### config.mk
export PLATFORM = sky130hd
export DESIGN_NAME = bus_claim_unit
export DESIGN_NICKNAME = d
export VERILOG_FILES = /design/src/rtl/bcu_pkg.sv /design/src/rtl/bcu_sync.sv /design/src/rtl/bcu_fsm.sv /design/src/rtl/bus_claim_unit.sv
export SDC_FILE = /design/constraint.sdc
export NUM_CORES = 1
export LEC_CHECK = 0
export CORE_AREA = 2 2 39 41
export CTS_CLUSTER_DIAMETER = 120
export DETAILED_ROUTE_END_ITERATION = 12
export DIE_AREA = 0 0 41 43
export PLACE_DENSITY = 0.47
export SKIP_CTS_REPAIR_TIMING = 1
export SLEW_MARGIN = 30
export SYNTH_ARGS = -nofsm -noshare
export SYNTH_HDL_FRONTEND = slang
export SYNTH_SLANG_ARGS = --single-unit
### constraint.sdc
create_clock -name clk -period 1.55 [get_ports clk]
set_input_delay 0.3875 -clock clk [delete_from_list [all_inputs] [get_ports clk]]
set_output_delay 0.3875 -clock clk [all_outputs]
set_load 0.02 [all_outputs]
### src/rtl/bcu_pkg.sv
package bcu_pkg;

  typedef enum logic [2:0] {
    ST_IDLE,
    ST_REQUEST,
    ST_WAIT_ACK_IDLE,
    ST_MASTER,
    ST_RELEASE
  } bcu_state_e;

  // Request pin is high while asking and while waiting for the line to clear.
  function automatic logic state_drives_req(bcu_state_e s);
    return (s == ST_REQUEST) || (s == ST_WAIT_ACK_IDLE);
  endfunction

  // Acknowledge driver and ownership are only active when holding the bus.
  function automatic logic state_drives_ack(bcu_state_e s);
    return s == ST_MASTER;
  endfunction

  // Claim may happen only with grant present and the shared line idle.
  function automatic logic claim_allowed(logic grant_seen, logic ack_seen);
    return grant_seen && !ack_seen;
  endfunction

endpackage

### src/rtl/bcu_sync.sv
module bcu_sync #(
  parameter int WIDTH  = 1,
  parameter int STAGES = 2
) (
  input  logic             clk,
  input  logic             rst_n,
  input  logic [WIDTH-1:0] d_i,
  output logic [WIDTH-1:0] q_o
);

  localparam int LAST = STAGES - 1;

  logic [STAGES-1:0][WIDTH-1:0] chain_q;

  generate
    if (STAGES == 1) begin : g_single
      always_ff @(posedge clk or negedge rst_n) begin
        if (!rst_n) chain_q[0] <= '0;
        else        chain_q[0] <= d_i;
      end
    end else begin : g_multi
      always_ff @(posedge clk or negedge rst_n) begin
        if (!rst_n) begin
          chain_q <= '0;
        end else begin
          chain_q[0] <= d_i;
          for (int i = 1; i < STAGES; i++) chain_q[i] <= chain_q[i-1];
        end
      end
    end
  endgenerate

  assign q_o = chain_q[LAST];

endmodule

### src/rtl/bcu_fsm.sv
module bcu_fsm
  import bcu_pkg::*;
(
  input  logic       clk,
  input  logic       rst_n,
  input  logic       cli_req,
  input  logic       cli_done,
  input  logic       grant_seen,
  input  logic       ack_seen,
  output bcu_state_e state_q,
  output logic       ev_accept,
  output logic       ev_grant_lost,
  output logic       ev_claim,
  output logic       ev_release
);

  bcu_state_e state_d;

  always_comb begin
    state_d       = state_q;
    ev_accept     = 1'b0;
    ev_grant_lost = 1'b0;
    ev_claim      = 1'b0;
    ev_release    = 1'b0;
    unique case (state_q)
      ST_IDLE: begin
        if (cli_req) begin
          state_d   = ST_REQUEST;
          ev_accept = 1'b1;
        end
      end
      ST_REQUEST: begin
        if (grant_seen) state_d = ST_WAIT_ACK_IDLE;
      end
      ST_WAIT_ACK_IDLE: begin
        if (!grant_seen) begin
          state_d       = ST_REQUEST;
          ev_grant_lost = 1'b1;
        end else if (claim_allowed(grant_seen, ack_seen)) begin
          state_d  = ST_MASTER;
          ev_claim = 1'b1;
        end
      end
      ST_MASTER: begin
        if (cli_done) begin
          state_d    = ST_RELEASE;
          ev_release = 1'b1;
        end
      end
      ST_RELEASE: state_d = ST_IDLE;
      default:    state_d = ST_IDLE;
    endcase
  end

  always_ff @(posedge clk or negedge rst_n) begin
    if (!rst_n) state_q <= ST_IDLE;
    else        state_q <= state_d;
  end

endmodule

### src/rtl/bus_claim_unit.sv
module bus_claim_unit
  import bcu_pkg::*;
#(
  parameter int SYNC_STAGES = 2
) (
  input  logic clk,
  input  logic rst_n,
  input  logic cli_req_i,
  input  logic cli_done_i,
  input  logic grant_i,
  input  logic ack_line_i,
  output logic bus_req_o,
  output logic ack_oe_o,
  output logic owned_o
);

  localparam int SYNC_W = 2;

  logic [SYNC_W-1:0] raw_in;
  logic [SYNC_W-1:0] synced;
  logic              grant_seen;
  logic              ack_seen;
  bcu_state_e        state_q;
  logic              in_idle;
  logic              ev_accept;
  logic              ev_grant_lost;
  logic              ev_claim;
  logic              ev_release;

  assign raw_in = {grant_i, ack_line_i};

  bcu_sync #(.WIDTH(SYNC_W), .STAGES(SYNC_STAGES)) u_sync (
    .clk   (clk),
    .rst_n (rst_n),
    .d_i   (raw_in),
    .q_o   (synced)
  );

  assign grant_seen = synced[1];
  assign ack_seen   = synced[0];

  bcu_fsm u_fsm (
    .clk           (clk),
    .rst_n         (rst_n),
    .cli_req       (cli_req_i),
    .cli_done      (cli_done_i),
    .grant_seen    (grant_seen),
    .ack_seen      (ack_seen),
    .state_q       (state_q),
    .ev_accept     (ev_accept),
    .ev_grant_lost (ev_grant_lost),
    .ev_claim      (ev_claim),
    .ev_release    (ev_release)
  );

  assign in_idle   = (state_q == ST_IDLE);
  assign bus_req_o = state_drives_req(state_q);
  assign ack_oe_o  = state_drives_ack(state_q);
  assign owned_o   = (state_q == ST_MASTER);

endmodule

==> tab_implementation.tex, run 1 <==
\begin{tabular}{lr}
\hline
Metric & Value \\
\hline
\multicolumn{2}{l}{\textbf{Logic synthesis}} \\
Multiplexer fraction of the synthesized cell area & 0\% \\
Yosys reg bits & 7 \\
Leading cell types by total area after synthesis & sky130\_fd\_sc\_hd\_\_dfrtp\_1, sky130\_fd\_sc\_hd\_\_a311oi\_2, sky130\_fd\_sc\_hd\_\_nand2b\_4 \\
Synth warnings & 0 \\
Syn Inst Count & 23 \\
Area of the mapped netlist & 297 sq um \\
Main combinational cell family by area after synthesis & simple AND/OR/NAND/NOR gates \\
Post-synthesis xor/xnor area fraction & 2.95\% \\
Number of synthesized flops with an enable pin & 0 \\
Post-Syn Nets & 29 \\
Area fraction in compound gates after synthesis & 11.0\% \\
Proportion of synthesized chip area in sequential cells & 59.1\% \\
Post-synth top area share & 59.1\% \\
Top-count cell post-synth & sky130\_fd\_sc\_hd\_\_dfrtp\_1 \\
Syn\_area\_per\_cell & 12.9 sq um \\
Simple-gate share of the synthesized area & 20.7\% \\
Most used flip-flop cell after synthesis & sky130\_fd\_sc\_hd\_\_dfrtp\_1 \\
Share of flip-flops with an asynchronous set or reset after synthesis & 100\% \\
Top post-synthesis cells by count & sky130\_fd\_sc\_hd\_\_dfrtp\_1, sky130\_fd\_sc\_hd\_\_nand3\_1 \\
Fraction of the mapped netlist area in adder cells & 0\% \\
Dominant cell type by area after synthesis & sky130\_fd\_sc\_hd\_\_dfrtp\_1 \\
Synth cell types & 16 \\
\multicolumn{2}{l}{\textbf{Detailed routing}} \\
Drt first-iter violations & 2 \\
Number of design rule violations left after detail routing & 0 \\
Vias & 220 \\
Final Routed Wirelength & 497 um \\
First-pass iteration count of the detailed router & 2 \\
Routed WL per cell & 9.20 um \\
Final antenna-violating net count & 0 \\
Avg Vias per Cell & 4.07 \\
\multicolumn{2}{l}{\textbf{STA}} \\
Number of max-slew violations in the final report & 0 \\
Number of failing hold endpoints at the final stage & 0 \\
Setup violators final & 0 \\
Actual slew at the worst max-slew pin & 314 ps \\
Max-slew headroom & 79.0\% \\
Time the final worst path needs with I/O delays and setup & 1490 ps \\
Period utilization & 95.8\% \\
Setup repair after global routing missed its margin & no \\
Final worst clock skew & 4.35 ps \\
Max Fclk & 673 MHz \\
\multicolumn{2}{l}{\textbf{Floorplanning}} \\
Number of cell rows & 14 \\
Initial core utilization & 21.4\% \\
Core area & 1380 sq um \\
Number of top-level design ports & 9 \\
Floorplan die area & 1760 sq um \\
Floorplan die width & 41 um \\
Die height & 43 um \\
\multicolumn{2}{l}{\textbf{GRT}} \\
Number of antenna violations at the first check in global routing & 0 \\
Total global routing overflow & 0 \\
Gr usage total & 7.00\% \\
Largest net degree at the start of global routing & 8 \\
Wire length of the first global-routing pass & 752 um \\
Vias in the first global route & 203 \\
\multicolumn{2}{l}{\textbf{Final layout}} \\
Proportion of layout cells with a drive suffix above 1 & 44.7\% \\
Non-filler instance count after layout & 54 \\
Most frequent cells in the layout & sky130\_fd\_sc\_hd\_\_dfrtp\_1, sky130\_fd\_sc\_hd\_\_clkdlybuf4s50\_1, sky130\_fd\_sc\_hd\_\_buf\_4 \\
Antenna Diode Count & 0 \\
Final Net Count & 45 \\
Fin util & 31.9\% \\
Commonest non-fill, non-tap cell in the layout & sky130\_fd\_sc\_hd\_\_dfrtp\_1 \\
Area growth from synthesis to final layout & 48.9\% \\
\multicolumn{2}{l}{\textbf{CTS}} \\
Source-to-sink clock delay at the later pin of the worst-skew pair & 250 ps \\
Clock buffer depth & 2 \\
CTS sink cnt & 7 \\
CTS buffer count & 3 \\
Clock slew seen by the registers of the worst setup and hold paths & 60 ps \\
CTS HTree Levels & 1 \\
Master cell of the clock root buffer & sky130\_fd\_sc\_hd\_\_clkbuf\_4 \\
TritonCTS clock tree & done \\
\multicolumn{2}{l}{\textbf{Power and ir drop}} \\
Peak supply drop & 430 uV \\
Share of total power in the clock network & 19.4\% \\
Switching power & 299 uW \\
Fraction of power consumed by combinational cells & 50.7\% \\
Leakage power figure & 0.202 nW \\
Switching part of the total & 34.8\% \\
Cell-internal power & 560 uW \\
Portion of total power attributed to sequential cells & 29.9\% \\
Power density over the cells & 1940 nW/um\^{}2 \\
\multicolumn{2}{l}{\textbf{Setup path}} \\
Endpoint of the worst setup timing path & owned\_o \\
Crit start category & flip-flop \\
CP Launch Point & u\_fsm.state\_q[0] \\
Flop2flop setup slack & 510 ps \\
Worst flop-to-flop path endpoint & u\_fsm.state\_q[1] \\
Signal arrival time at the worst endpoint & 1100 ps \\
Worst setup path category & reg -> out \\
Worst Reg-to-Reg Cells & 3 \\
Critical path endpoint category & output pin \\
Reg2reg start & u\_fsm.state\_q[1] \\
Worst Path Required & 1160 ps \\
Critical-path maximum fanout & 3 \\
\multicolumn{2}{l}{\textbf{Job}} \\
Reported max-cap violation count & 0 \\
\multicolumn{2}{l}{\textbf{Run status}} \\
Status & completed \\
\multicolumn{2}{l}{\textbf{Placed design}} \\
Cell Count Post-Placement & 50 \\
Gp weighted congestion & 0.694 \\
IO buf count & 8 \\
\multicolumn{2}{l}{\textbf{Worst hold path}} \\
Min-Delay Path Class & reg -> reg \\
\hline
\end{tabular}
flip-flops by register name, indices dropped and copies added, names as in the netlist:
signal,cells
u_sync.q_o,2
u_fsm.state_q,3
u_sync.chain_q,2
layout make-up:
class	count	area, sq um
clock inverter	1	5.00
sequential	7	175
timing repair buffer	13	115
tap	16	20.0
fill	144	942
clock buffer	3	22.5
multi-input combinational	14	104
logic make-up after synthesis:
kind of cell           Yosys count
AND/OR/NAND/NOR                  9
flip-flops                       7
AO/OA/AOI/OAI                    4
buffers and inverters            2
XOR/XNOR                         1
power by group through the flow:
| stage | combinational [mW] | clock, mW | sequential, mW |
|---|---|---|---|
| 6_report | 0.435 | 0.167 | 0.257 |
| 5_1_grt | 0.468 | 0.187 | 0.259 |
| 4_1_cts | 0.448 | 0.173 | 0.256 |
| 3_5_place_dp | 0.446 | 0 | 0.259 |
| 3_3_place_gp | 0.444 | 0 | 0.259 |
| 2_1_floorplan | 0.272 | 0 | 0.255 |
per-layer routing:
metal  wire, um  GRT usage, %  vias to the layer above  part of all wire (%)
met5          0             0                        -                     0
met3         46          4.71                        0                   9.3
li1           -             -                      109                     -
met4          0          6.00                        0                     0
met2        233          9.69                        6                    47
met1        217          6.64                      105                    44
metrics by stage:
stage	instance area [sq um]	TNS (ps)	hold slack, ps	total power, mW	setup WS [ps]
finish	442	0	350	0.859	64.5
detailed placement	415	-265	338	0.705	-105
global placement	415	-266	332	0.703	-108
CTS	443	-1110	350	0.876	-388
global route	442	0	356	0.915	21.0
floorplan	297	0	91.9	0.526	194
critical path, cell delays in order (launching register included):
cell and delay (ps):
sky130_fd_sc_hd__dfrtp_1 400, sky130_fd_sc_hd__nor2b_2 170, sky130_fd_sc_hd__and2_4 160, sky130_fd_sc_hd__buf_6 120
how the worst min path moves through the flow:
stage          depth (start not counted)         startpoint               end  slack (ps)
5_1_grt                                0  u_sync.chain_q[0]     u_sync.q_o[0]         360
2_1_floorplan                          0              rst_n  u_fsm.state_q[0]          90
3_3_place_gp                           0  u_sync.chain_q[1]     u_sync.q_o[1]         330
6_report                               0  u_sync.chain_q[1]     u_sync.q_o[1]         350
4_1_cts                                0  u_sync.chain_q[1]     u_sync.q_o[1]         350
3_5_place_dp                           0  u_sync.chain_q[1]     u_sync.q_o[1]         340
Note: power is estimated with default switching activity, not from simulation.
==> run 2: changes to the inputs <==
==> constraint.sdc (replaced) <==
create_clock -name clk -period 1.55 [get_ports clk]
set_input_delay 0.2325 -clock clk [delete_from_list [all_inputs] [get_ports clk]]
set_output_delay 0.2325 -clock clk [all_outputs]
set_load 0.02 [all_outputs]
==> tab_implementation.tex, run 2 (synthesis results as in run 1) <==
\begin{tabular}{lr}
\hline
Metric & Value \\
\hline
\multicolumn{2}{l}{\textbf{CTS}} \\
CTS HTree Levels & 1 (unchanged) \\
TritonCTS clock tree & done \\
CTS sink cnt & 7 (unchanged) \\
Source-to-sink clock delay at the later pin of the worst-skew pair & 240 ps (about the same) \\
Clock buffer depth & 2 (unchanged) \\
Master cell of the clock root buffer & sky130\_fd\_sc\_hd\_\_clkbuf\_4 \\
CTS buffer count & 3 (unchanged) \\
Clock slew seen by the registers of the worst setup and hold paths & 50 ps (about the same) \\
\multicolumn{2}{l}{\textbf{GRT}} \\
Wire length of the first global-routing pass & 717 um (-4.7\%) \\
Largest net degree at the start of global routing & 8 (unchanged) \\
Total global routing overflow & 0 (unchanged) \\
Number of antenna violations at the first check in global routing & 0 (unchanged) \\
Vias in the first global route & 194 (-4.4\%) \\
Gr usage total & 6.69\% (-0.31 points) \\
\multicolumn{2}{l}{\textbf{Power and ir drop}} \\
Fraction of power consumed by combinational cells & 49.0\% (-1.7 points) \\
Portion of total power attributed to sequential cells & 31.7\% (+1.8 points) \\
Peak supply drop & 719 uV (+67\%) \\
Cell-internal power & 536 uW (-4.2\%) \\
Total Power Consumption & 801 uW (-6.7\%) \\
Switching part of the total & 33.1\% (-1.8 points) \\
Leakage power figure & 0.224 nW (+11\%) \\
Switching power & 265 uW (-11\%) \\
Share of total power in the clock network & 19.3\% (about the same) \\
Power density over the cells & 1850 nW/um\^{}2 (-5.1\%) \\
\multicolumn{2}{l}{\textbf{STA}} \\
Time the final worst path needs with I/O delays and setup & 1430 ps (-57.2 ps) \\
Number of max-slew violations in the final report & 0 (unchanged) \\
Number of failing hold endpoints at the final stage & 0 (unchanged) \\
Actual slew at the worst max-slew pin & 294 ps (-19.4 ps) \\
Setup violators final & 0 (unchanged) \\
Final worst clock skew & 2.28 ps (-2.07 ps) \\
Max Fclk & 700 MHz (+4.0\%) \\
Period utilization & 92.1\% (-3.7 points) \\
Max-slew headroom & 80.3\% (+1.3 points) \\
Setup repair after global routing missed its margin & no \\
Setup TNS & 0 ps (unchanged) \\
\multicolumn{2}{l}{\textbf{Placed design}} \\
Gp weighted congestion & 0.692 (-0.39\%) \\
IO buf count & 8 (unchanged) \\
Post-DP HPWL & 346 um \\
\multicolumn{2}{l}{\textbf{Floorplanning}} \\
Floorplan die area & 1760 sq um (unchanged) \\
Floorplan die width & 41 um (unchanged) \\
Initial core utilization & 21.4\% (unchanged) \\
Number of cell rows & 14 (unchanged) \\
Die height & 43 um (unchanged) \\
Number of top-level design ports & 9 (unchanged) \\
Core area & 1380 sq um (unchanged) \\
\multicolumn{2}{l}{\textbf{Setup path}} \\
Worst setup path category & reg -> out \\
Largest stage delay on the critical path & 400 ps (about the same) \\
Library cell contributing the largest single delay on the critical path & sky130\_fd\_sc\_hd\_\_dfrtp\_1 \\
Crit start category & flip-flop \\
Critical path endpoint category & output pin \\
Ordered list of cells on the worst path & nor2b\_2 -> and2\_2 -> dlymetal6s2s\_1 \\
Signal arrival time at the worst endpoint & 1200 ps (+100 ps) \\
Worst Path Required & 1320 ps (+160 ps) \\
Critical-path maximum fanout & 3 (unchanged) \\
\multicolumn{2}{l}{\textbf{Detailed routing}} \\
Routed WL per cell & 8.12 um (-12\%) \\
Final antenna-violating net count & 0 (unchanged) \\
Drt first-iter violations & 1 (-1) \\
Avg Vias per Cell & 3.87 (-5.1\%) \\
Final Routed Wirelength & 422 um (-15\%) \\
First-pass iteration count of the detailed router & 2 (unchanged) \\
Number of design rule violations left after detail routing & 0 (unchanged) \\
Vias & 201 (-8.6\%) \\
\multicolumn{2}{l}{\textbf{Job}} \\
Reported max-cap violation count & 0 (unchanged) \\
\multicolumn{2}{l}{\textbf{Run status}} \\
Status & completed \\
\multicolumn{2}{l}{\textbf{Final layout}} \\
Largest Register & u\_fsm.state\_q \\
Fin util & 31.4\% (-0.54 points) \\
Commonest non-fill, non-tap cell in the layout & sky130\_fd\_sc\_hd\_\_dfrtp\_1 \\
Area growth from synthesis to final layout & 46.4\% \\
Proportion of layout cells with a drive suffix above 1 & 30.6\% (-14 points) \\
Max reg flops & 3 (unchanged) \\
Most frequent cells in the layout & sky130\_fd\_sc\_hd\_\_dfrtp\_1, sky130\_fd\_sc\_hd\_\_clkdlybuf4s50\_1, sky130\_fd\_sc\_hd\_\_clkbuf\_4, sky130\_fd\_sc\_hd\_\_dlymetal6s2s\_1, sky130\_fd\_sc\_hd\_\_buf\_4 \\
Antenna Diode Count & 0 (unchanged) \\
Final Net Count & 43 (-4.4\%) \\
\multicolumn{2}{l}{\textbf{Worst hold path}} \\
Min-Delay Path Class & in -> async \\
\hline
\end{tabular}
==> run 2: final timing paths <==
check / from / end / slack [ps] / cells after the start
min in group clk: u_sync.chain_q[1] / u_sync.q_o[1] / 340 / 0
max reg2reg: u_fsm.state_q[1] / u_fsm.state_q[1] / 520 / 3
min: rst_n / u_fsm.state_q[0] / 240 / 1
min reg2reg: u_sync.chain_q[1] / u_sync.q_o[1] / 340 / 0
max in group asynchronous: rst_n / u_fsm.state_q[2] / 1080 / 1
max: u_fsm.state_q[0] / owned_o / 120 / 3
==> run 2: power by group through the flow <==
stage	registers [mW]	logic, mW	clock network, mW
2_1_floorplan	0.255	0.272	0
3_3_place_gp	0.258	0.410	0
3_5_place_dp	0.258	0.408	0
4_1_cts	0.255	0.410	0.163
5_1_grt	0.261	0.426	0.180
6_report	0.254	0.393	0.154
==> run 2: area by class of cell <==
| cell class | instances | area, sq um |
|---|---|---|
| flip-flops and latches | 7 | 175 |
| multi-input cells | 14 | 103 |
| repair buffers | 11 | 110 |
| well taps | 16 | 20.0 |
| fillers | 151 | 950 |
| clock buffers | 4 | 26.3 |
==> run 2: per-stage QoR <==
stage	cells	hold WS [ps]	cell area, sq um	setup WS [ps]
after global routing	52	249	434	67.3
final	52	241	434	122
after global placement	48	332	400	9.97
after detailed placement	48	335	400	19.0
after floorplan	23	-63.1	297	349
after CTS	52	247	427	-249
==> run 2: critical path: cells and delay by family (launching register included) <==
family,cells,cell delay [ps]
buf+inv,1,200
simple gates,2,360
flops,1,400
==> run 2: per-layer routing <==
layer	vias up	share of wire [%]	GRT usage, %
li1	104	-	-
met1	91	46	6.95
met2	6	47	8.44
met3	0	7.3	4.71
met4	0	0	6.00
met5	-	0	0
==> run 3: changes to the inputs <==
==> constraint.sdc (replaced) <==
create_clock -name clk -period 1.4 [get_ports clk]
set_input_delay 0.21 -clock clk [delete_from_list [all_inputs] [get_ports clk]]
set_output_delay 0.21 -clock clk [all_outputs]
set_load 0.02 [all_outputs]
==> tab_implementation.tex, run 3 (synthesis results as in run 1) <==
\begin{tabular}{lr}
\hline
Metric & Value \\
\hline
\multicolumn{2}{l}{\textbf{Power and ir drop}} \\
Portion of total power attributed to sequential cells & 30.1\% (-1.6 points) \\
Switching power & 327 uW (+24\%) \\
Leakage power figure & 0.213 nW (-5.2\%) \\
Total Power Consumption & 951 uW (+19\%) \\
Share of total power in the clock network & 19.5\% (+0.2 points) \\
Peak supply drop & 473 uV (-34\%) \\
Switching part of the total & 34.4\% (+1.3 points) \\
Fraction of power consumed by combinational cells & 50.4\% (+1.4 points) \\
Power density over the cells & 2150 nW/um\^{}2 (+16\%) \\
Cell-internal power & 624 uW (+16\%) \\
\multicolumn{2}{l}{\textbf{CTS}} \\
CTS HTree Levels & 1 (unchanged) \\
Clock slew seen by the registers of the worst setup and hold paths & 60 ps (about the same) \\
CTS sink cnt & 7 (unchanged) \\
TritonCTS clock tree & done \\
Source-to-sink clock delay at the later pin of the worst-skew pair & 250 ps (about the same) \\
CTS buffer count & 3 (unchanged) \\
Master cell of the clock root buffer & sky130\_fd\_sc\_hd\_\_clkbuf\_4 \\
Clock buffer depth & 2 (unchanged) \\
\multicolumn{2}{l}{\textbf{STA}} \\
Setup violators final & 0 (unchanged) \\
Final worst clock skew & 4.62 ps (+2.34 ps) \\
Time the final worst path needs with I/O delays and setup & 1340 ps \\
Number of failing hold endpoints at the final stage & 0 (unchanged) \\
Actual slew at the worst max-slew pin & 314 ps (+19.2 ps) \\
Period utilization & 95.8\% \\
Post-route worst setup slack & 58.8 ps (-62.9 ps) \\
Number of max-slew violations in the final report & 0 (unchanged) \\
Max Fclk & 746 MHz \\
Max-slew headroom & 79.0\% (-1.3 points) \\
Setup repair after global routing missed its margin & no \\
\multicolumn{2}{l}{\textbf{Floorplanning}} \\
Core area & 1380 sq um (unchanged) \\
Initial core utilization & 21.4\% (unchanged) \\
Number of top-level design ports & 9 (unchanged) \\
Floorplan die width & 41 um (unchanged) \\
Floorplan die area & 1760 sq um (unchanged) \\
Die height & 43 um (unchanged) \\
Number of cell rows & 14 (unchanged) \\
\multicolumn{2}{l}{\textbf{Setup path}} \\
Signal arrival time at the worst endpoint & 1130 ps (-70 ps) \\
Crit start category & flip-flop \\
Worst setup path category & reg -> out \\
Largest stage delay on the critical path & 400 ps (about the same) \\
Ordered list of cells on the worst path & nor2b\_4 -> and2\_2 -> buf\_4 \\
Critical-path maximum fanout & 3 (unchanged) \\
Flop2flop setup slack & 370 ps (-150 ps) \\
Library cell contributing the largest single delay on the critical path & sky130\_fd\_sc\_hd\_\_dfrtp\_1 \\
Critical path endpoint category & output pin \\
Worst Path Required & 1190 ps (-130 ps) \\
\multicolumn{2}{l}{\textbf{Detailed routing}} \\
Final antenna-violating net count & 0 (unchanged) \\
Drt first-iter violations & 2 (+1) \\
Vias & 223 (+11\%) \\
Final Routed Wirelength & 505 um (+20\%) \\
Number of design rule violations left after detail routing & 0 (unchanged) \\
Routed WL per cell & 9.35 um (+15\%) \\
Avg Vias per Cell & 4.13 (+6.8\%) \\
First-pass iteration count of the detailed router & 2 (unchanged) \\
\multicolumn{2}{l}{\textbf{Placed design}} \\
Cell Area, Placed & 415 sq um (+3.7\%) \\
Setup WS pre-CTS & -77.3 ps (-96.3 ps) \\
IO buf count & 8 (unchanged) \\
Gp weighted congestion & 0.694 (+0.39\%) \\
Cell Count Post-Placement & 50 (+4.2\%) \\
\multicolumn{2}{l}{\textbf{Final layout}} \\
Antenna Diode Count & 0 (unchanged) \\
Total non-filler cell area in the finished layout & 443 sq um (+2.0\%) \\
Commonest non-fill, non-tap cell in the layout & sky130\_fd\_sc\_hd\_\_dfrtp\_1 \\
Final Net Count & 45 (+4.7\%) \\
Largest Register & u\_fsm.state\_q \\
Max reg flops & 3 (unchanged) \\
Area growth from synthesis to final layout & 49.4\% \\
Proportion of layout cells with a drive suffix above 1 & 42.1\% (+12 points) \\
Most frequent cells in the layout & sky130\_fd\_sc\_hd\_\_dfrtp\_1, sky130\_fd\_sc\_hd\_\_buf\_4, sky130\_fd\_sc\_hd\_\_clkdlybuf4s50\_1 \\
Non-filler instance count after layout & 54 (+3.8\%) \\
\multicolumn{2}{l}{\textbf{GRT}} \\
Wire length of the first global-routing pass & 752 um (+4.9\%) \\
Total global routing overflow & 0 (unchanged) \\
Largest net degree at the start of global routing & 8 (unchanged) \\
Vias in the first global route & 203 (+4.6\%) \\
Gr usage total & 7.00\% (+0.31 points) \\
Number of antenna violations at the first check in global routing & 0 (unchanged) \\
\multicolumn{2}{l}{\textbf{Run status}} \\
Status & completed \\
\multicolumn{2}{l}{\textbf{Worst hold path}} \\
Min-Delay Path Class & in -> async \\
\multicolumn{2}{l}{\textbf{Job}} \\
Reported max-cap violation count & 0 (unchanged) \\
\hline
\end{tabular}
[run 3: cell types whose count changed in the layout (fill, tap and decap cells not counted), sizes merged]
cell	before	now
buf	3	6
dlymetal6s2s	3	1
clkinv	0	1
[run 3: critical path, delay by kind of cell (launching register included)]
| family | cells | cell delay, ps |
|---|---|---|
| flops | 1 | 400 |
| simple gates | 2 | 330 |
| buf+inv | 1 | 150 |
[run 3: layout make-up]
cell class              count  area (sq um)
multi-input cells          14           108
fillers                   144           941
clock buffers               3          22.5
flip-flops and latches      7           175
repair buffers             13           113
well taps                  16          20.0
clock inverters             1          5.00
[run 3: path summary, 6_finish.rpt]
kind                                    end  cells past startpoint         startpoint
max                                ack_oe_o                      3   u_fsm.state_q[0]
min                        u_fsm.state_q[2]                      1              rst_n
max reg2reg                u_fsm.state_q[1]                      3   u_fsm.state_q[1]
min reg2reg                   u_sync.q_o[1]                      0  u_sync.chain_q[1]
max in group asynchronous     u_sync.q_o[1]                      1              rst_n
min in group clk              u_sync.q_o[1]                      0  u_sync.chain_q[1]
[run 3: power by group through the flow]
stage,sequential (mW),combinational [mW],clock (mW)
2_1_floorplan,0.282,0.301,0
5_1_grt,0.291,0.520,0.207
6_report,0.286,0.480,0.185
3_5_place_dp,0.286,0.494,0
4_1_cts,0.283,0.496,0.191
3_3_place_gp,0.286,0.492,0
[run 3: routing by layer]
metal  global-route usage (%)  share of wire (%)  vias up
li1                         -                  -      109
met1                     6.64                 44      108
met2                     9.69                 47        6
met3                     4.71                9.1        0
met4                     6.00                  0        0
met5                        0                  0        -
[run 3: stage by stage]
| step | TNS [ps] | util (%) | hold WS [ps] |
|---|---|---|---|
| finish | 0 | 32.0 | 212 |
| global route | 0 | 32.0 | 226 |
| CTS | -1030 | 32.0 | 223 |
| detailed placement | -183 | 30.0 | 338 |
| global placement | -184 | 30.0 | 332 |
| floorplan | 0 | - | -85.6 |
